<file path="config.mk">
export PLATFORM = sky130hd
export DESIGN_NAME = rmgiUnit
export DESIGN_NICKNAME = d
export VERILOG_FILES = /design/src/rtl/rmgiPkg.sv /design/src/rtl/rmgiCtrl.sv /design/src/rtl/rmgiDatapath.sv /design/src/rtl/rmgiUnit.sv
export SDC_FILE = /design/constraint.sdc
export NUM_CORES = 1
export LEC_CHECK = 0
export BUFFER_PORTS_ARGS = -buffer_cell sky130_fd_sc_hd__buf_2
export CAP_MARGIN = 5
export CORE_MARGIN = 4
export CORE_UTILIZATION = 30
export DETAILED_ROUTE_END_ITERATION = 6
export PLACE_DENSITY = 0.47
export SLEW_MARGIN = 30
export SYNTH_ARGS = -nofsm -noshare
export SYNTH_HDL_FRONTEND = slang
export SYNTH_SLANG_ARGS = --single-unit
</file>
<file path="constraint.sdc">
create_clock -name vclk -period 5.5
set_input_delay 0.825 -clock vclk [all_inputs]
set_output_delay 0.825 -clock vclk [all_outputs]
set_load 0.05 [all_outputs]
</file>
<file path="src/rtl/rmgiPkg.sv">
package rmgiPkg;
  typedef enum logic [1:0] {
    OP_MASK_GEN = 2'd0,
    OP_ROT_INS  = 2'd1,
    OP_MERGE    = 2'd2,
    OP_NOP      = 2'd3
  } rmgiOp_e;

  typedef struct packed {
    logic doMaskGen;
    logic doRotIns;
    logic doMerge;
    logic crWrite;
  } rmgiStrobes_t;
endpackage

</file>
<file path="src/rtl/rmgiCtrl.sv">
module rmgiCtrl
  import rmgiPkg::*;
(
  input  logic [1:0]   opSel,
  input  logic         recordEn,
  output rmgiStrobes_t strobes
);
  rmgiOp_e op;

  always_comb begin
    op = rmgiOp_e'(opSel);
    strobes = '0;
    unique case (op)
      OP_MASK_GEN: strobes.doMaskGen = 1'b1;
      OP_ROT_INS:  strobes.doRotIns  = 1'b1;
      OP_MERGE:    strobes.doMerge   = 1'b1;
      default:     ;
    endcase
    // a record request is honoured only for a real operation
    strobes.crWrite = recordEn && (op != OP_NOP);
  end

  always_comb begin
    a_r8_onehot_strobe: assert ($onehot0({strobes.doMaskGen, strobes.doRotIns, strobes.doMerge}))
      else $error("a_r8_onehot_strobe");
    if (opSel == 2'd3) begin
      a_r8_nop_no_cr: assert (!strobes.crWrite) else $error("a_r8_nop_no_cr");
    end
  end
endmodule

</file>
<file path="src/rtl/rmgiDatapath.sv">
module rmgiDatapath
  import rmgiPkg::*;
#(
  parameter int W = 32
) (
  input  rmgiStrobes_t          strobes,
  input  logic                  soIn,
  input  logic [W-1:0]          srcWord,
  input  logic [W-1:0]          tgtWord,
  input  logic [W-1:0]          operWord,
  input  logic [$clog2(W)-1:0]  mbField,
  input  logic [$clog2(W)-1:0]  meField,
  output logic [W-1:0]          resultWord,
  output logic [3:0]            crField
);
  localparam int IDX_W = $clog2(W);
  localparam logic [W-1:0]     ALL_ONES = {W{1'b1}};
  localparam logic [IDX_W-1:0] TOP_IDX  = IDX_W'(W - 1);

  // Big-endian index mask; wraps when begin exceeds end.
  function automatic logic [W-1:0] baseMask(input logic [IDX_W-1:0] b, input logic [IDX_W-1:0] e);
    logic [W-1:0] fromBegin, toEnd;
    fromBegin = ALL_ONES >> b;
    toEnd     = ALL_ONES << (TOP_IDX - e);
    return (b <= e) ? (fromBegin & toEnd) : (fromBegin | toEnd);
  endfunction

  // Mask generate
  logic [IDX_W-1:0] startIdx, endIdx;
  logic [IDX_W:0]   endPlusOne;
  logic [W-1:0]     genMask;

  always_comb begin
    startIdx   = srcWord[IDX_W-1:0];
    endIdx     = operWord[IDX_W-1:0];
    endPlusOne = {1'b0, endIdx} + 1'b1;
    if ({1'b0, startIdx} < endPlusOne)
      genMask = baseMask(startIdx, endIdx);
    else if ({1'b0, startIdx} == endPlusOne)
      genMask = ALL_ONES;
    else
      genMask = ~baseMask(endIdx + 1'b1, startIdx - 1'b1);
  end

  // Rotate-insert: double-width shift never forms a full-width shift of one word
  logic [IDX_W-1:0] rotAmt;
  logic [2*W-1:0]   doubled;
  logic [W-1:0]     rotated, insMask, insWord;

  always_comb begin
    rotAmt  = operWord[IDX_W-1:0];
    doubled = {srcWord, srcWord} << rotAmt;
    rotated = doubled[2*W-1:W];
    insMask = baseMask(mbField, meField);
    insWord = (rotated & insMask) | (tgtWord & ~insMask);
  end

  // Merge under operand mask
  logic [W-1:0] mergeWord;
  assign mergeWord = (srcWord & operWord) | (tgtWord & ~operWord);

  // Result select
  always_comb begin
    if (strobes.doMaskGen)     resultWord = genMask;
    else if (strobes.doRotIns) resultWord = insWord;
    else if (strobes.doMerge)  resultWord = mergeWord;
    else                       resultWord = tgtWord;
  end

  // Condition field {LT, GT, EQ, SO}
  logic isNeg, isZero;
  always_comb begin
    isNeg  = resultWord[W-1];
    isZero = (resultWord == '0);
    crField = strobes.crWrite ? {isNeg, !isNeg && !isZero, isZero, soIn} : 4'b0;
  end

  always_comb begin
    if (strobes.doMaskGen && ({1'b0, srcWord[IDX_W-1:0]} == {1'b0, operWord[IDX_W-1:0]} + 1'b1)) begin
      a_r5_all_ones: assert (resultWord == ALL_ONES) else $error("a_r5_all_ones");
    end
    if (strobes.doMerge) begin
      a_r7_merge_src: assert (((resultWord ^ srcWord) & operWord) == '0) else $error("a_r7_merge_src");
    end
    if (strobes.doRotIns && operWord[IDX_W-1:0] == '0 && mbField == '0 && meField == TOP_IDX) begin
      a_r3_zero_rotate: assert (resultWord == srcWord) else $error("a_r3_zero_rotate");
    end
    if (strobes.crWrite) begin
      a_r9_cr_onehot: assert ($onehot(crField[3:1]) && crField[0] == soIn) else $error("a_r9_cr_onehot");
    end else begin
      a_r9_cr_quiet: assert (crField == 4'b0) else $error("a_r9_cr_quiet");
    end
  end
endmodule

</file>
<file path="src/rtl/rmgiUnit.sv">
module rmgiUnit
  import rmgiPkg::*;
(
  input  logic [1:0]  opSel,
  input  logic        recordEn,
  input  logic        soIn,
  input  logic [31:0] srcWord,
  input  logic [31:0] tgtWord,
  input  logic [31:0] operWord,
  input  logic [4:0]  mbField,
  input  logic [4:0]  meField,
  output logic [31:0] resultWord,
  output logic        crWrite,
  output logic [3:0]  crField
);
  rmgiStrobes_t strobes;

  rmgiCtrl i_ctrl (
    .opSel   (opSel),
    .recordEn(recordEn),
    .strobes (strobes)
  );

  rmgiDatapath #(.W(32)) i_dp (
    .strobes   (strobes),
    .soIn      (soIn),
    .srcWord   (srcWord),
    .tgtWord   (tgtWord),
    .operWord  (operWord),
    .mbField   (mbField),
    .meField   (meField),
    .resultWord(resultWord),
    .crField   (crField)
  );

  assign crWrite = strobes.crWrite;
endmodule

</file>
==> flow_results.org <==
** Outcome
- Outcome :: complete, no violations

** Route
- The pre-antenna-repair detailed-routing pass consisted of 6 iterations.
- Post-detailed-route count of antenna-violating nets :: 0
- After detailed routing, the number of remaining DRC violations is 0.
- Routed WL :: around 42,000 microns
- After detailed routing, the average wire length per cell comes to around 27 microns.
- In this run, the number of DRC markers left after iteration 0 of detailed routing was around 1,300.
- Dividing the detail-routed via count by the number of cells gives 6.44.
- The routed layout has approximately 10,000 vias.

** STA
- The number of hold violations in the final report came to 0.
- Based on the critical path, the design can be clocked at up to around 0.18 GHz.
- In this run the tightest slew margin relative to its limit is 35.6%.
- At the pin with the least slew margin, the transition time is 0.964 ns.
- Dividing the final minimum period by the clock period gives between 90% and 100%.
- Setup violations remaining at the end of the flow were counted as 0.
- Total count of max-transition violations in the final report :: 0
- Counting I/O delays and the setup requirement, the final critical path takes ~5.5 ns.
- Adding up every negative setup slack in the final design gives 0 ns.

** Logic synthesis
- In the synthesized netlist, the number of instances is approximately 1,100.
- Mapped Area :: about 0.0072 sq mm
- Mean cell area of the mapped netlist :: about 6.7 sq um
- Seq/Total Area, Yosys :: 0%
- The number of nets in the synthesized netlist is 1,213.
- During synthesis, Yosys emitted a total of 0 warnings.
- Number of unique standard cell types used by synthesis :: 87

** Finish
- Measured on the finished design, the core utilization comes to ~40%.
- Fill cells in the final layout number between 2,000 and 3,000.
- Number of flip-flops and latches :: 0
- 0 antenna diodes ended up in the layout.
- For this run, the post-layout net count is approximately 1,400.
- Clock buffers in the final layout number 0.
- Storage cell area :: 0 sq um
- The area growth from synthesis to layout is 29.5%.
- Post-layout instance count excluding filler cells :: around 1,600
- Most frequent cells in the layout :: 143 x sky130_fd_sc_hd__buf_2, 125 x sky130_fd_sc_hd__buf_4, 113 x sky130_fd_sc_hd__nand2_1
- Cells with a size suffix above 1 make up approximately a third of the layout.
- In the final layout, the multi-input gates occupy around 0.007 sq mm.
- The library cell used most frequently in the layout, excluding fill and tap cells, is sky130_fd_sc_hd__buf_2.

** Global route
- Maximum number of pins on one net before global-route repair :: 45
- For this run the aggregate overflow at the end of global routing stands at 0.
- Wire length of the first global-routing pass :: 60,000 microns
- The number of global-route vias before repair was roughly 9,200.
- Antenna violations before repair :: 1
- Global routing used 29.3% of the available tracks across all layers.

** Die
- Core Footprint :: ~0.024 sq mm
- After floorplanning, the core was divided into 56 placement rows.
- For this configuration, the core starts out at a cell density of ~30%.
- The die is 163 microns wide.
- Die ar. :: approximately 0.027 sq mm
- Top-level I/O count :: 147
- From bottom edge to top edge, the die measures about 160 microns.

** Place
- After legalization and detailed placement, the total HPWL measured around 33,000 microns.
- Including well taps, the total number of placed cells is between 1,500 and 2,000.
- Port buffering added ~150 buffers.
- The congestion estimate from routability-driven global placement came to approximately 1.0.

** Setup path
- Cell with the biggest individual delay on the critical path :: sky130_fd_sc_hd__o221ai_2
- Walking the worst path, the cells encountered are clkbuf_4 -> buf_12 -> and3_4 -> xnor2_4 -> inv_2 -> ha_1 -> and3_1 -> a32oi_2 -> a21boi_4 -> o211ai_1 -> o221ai_2 -> o2111ai_4 -> nor2_1 -> nor4b_2 -> and4b_2 -> and4_4 -> buf_4.
- In this run the worst path has a maximum fanout of 12.
- At the worst endpoint, the required time is about 4.7 ns.
- The worst setup path is of the primary input to output port kind.
- Family with the most delay on the worst path :: simple AND/OR/NAND/NOR gates
- Element type at the critical path end :: output port
- The worst setup path is launched from a primary input.
- Crit path DAT :: between 4 and 5 ns
- For this run, the slowest stage of the critical path takes between 0.3 and 0.4 ns.
- Together, buffers and inverters on the worst path number 4.

** Hold path
- Min-delay worst type :: primary input to output port

** Clocking
- Post-CTS Hold Fix Bufs :: 0

** Power and ir drop
- VDD IR max :: roughly 0.095 mV
- In this run the power density over the cells is approximately 160 mW/mm^2.
- Leak Pwr :: approximately 0.0038 uW

** Run
- Max-cap violations in this run came to 0.
synth_stat cells (13+ instances only):
cell type / count / share of area [%]
sky130_fd_sc_hd__a31oi_1: 21 / 1.8
sky130_fd_sc_hd__inv_1: 29 / 1.5
sky130_fd_sc_hd__nand3_1: 30 / 2.1
sky130_fd_sc_hd__a211oi_1: 15 / 1.6
sky130_fd_sc_hd__nand2_1: 113 / 5.9
sky130_fd_sc_hd__maj3_1: 38 / 5.3
sky130_fd_sc_hd__o22ai_1: 24 / 2.1
sky130_fd_sc_hd__mux4_2: 27 / 8.4
sky130_fd_sc_hd__clkbuf_1: 72 / 3.7
sky130_fd_sc_hd__a21oi_1: 76 / 5.3
sky130_fd_sc_hd__nor2_1: 100 / 5.2
sky130_fd_sc_hd__mux2i_1: 38 / 5.3
sky130_fd_sc_hd__o21ai_0: 83 / 5.8
sky130_fd_sc_hd__o211ai_1: 26 / 2.7
sky130_fd_sc_hd__nor3_1: 23 / 1.6
sky130_fd_sc_hd__nand4_1: 13 / 1.1
sky130_fd_sc_hd__ha_1: 29 / 5.0
sky130_fd_sc_hd__mux2_2: 19 / 3.0
sky130_fd_sc_hd__nor2b_1: 21 / 1.8
path summary, 6_finish.rpt:
| kind | start | end | slack [ns] | cells after the start |
|---|---|---|---|---|
| min | recordEn | crField[0] | 2.08 | 3 |
| max | operWord[0] | crField[1] | 0.03 | 17 |
stage by stage:
step | worst slack [ns] | instance area (sq um) | power, uW | hold WS, ns
2_1_floorplan | -0.131 | 7520 | 864 | 1.87
3_3_place_gp | -0.126 | 9090 | 1390 | 2.08
3_5_place_dp | -0.157 | 9090 | 1380 | 2.08
4_1_cts | 0.0215 | 9120 | 1400 | 2.08
5_1_grt | -0.0448 | 9340 | 1530 | 2.10
6_report | 0.0347 | 9340 | 1470 | 2.08
cells by family (layout without fill, tap and decap cells):
kind of cell | Yosys count | after routing | share of synthesized area, %
xor+xnor | 7 | 7 | 1.06
simple gates | 372 | 372 | 24.6
mux | 96 | 96 | 18.9
compound gates | 398 | 398 | 37.2
buf+inv | 134 | 310 | 7.95
fa+ha+maj | 67 | 67 | 10.3
metal layers:
metal,track usage [%],share of wire [%],up-vias
li1,-,-,4510
met4,11.2,5.3,2
met5,0,0.031,-
met3,2.95,9.2,113
met1,39.6,40,4814
met2,48.4,46,659
repair_timing:
item	CTS	global route
gates resized for setup	5	25
cloned	0	1
endpoints found under the hold margin	0	0
setup buffers	1	8
pin swaps	1	10
endpoints found under the setup margin	2	2
final cells by class:
class | instances | area share (%)
Tap cell | 319 | 4.27
Multi-Input combinational cell | 940 | 75.0
Inverter | 34 | 1.45
Timing Repair Buffer | 276 | 19.3
power by group:
part | leakage (uW) | switching (uW) | internal (uW) | total (uW)
Clock | 0 | 0 | 0 | 0
Sequential | 0 | 0 | 0 | 0
Combinational | 0.00378 | 932 | 536 | 1470
Power figures use the tool's default switching activity.
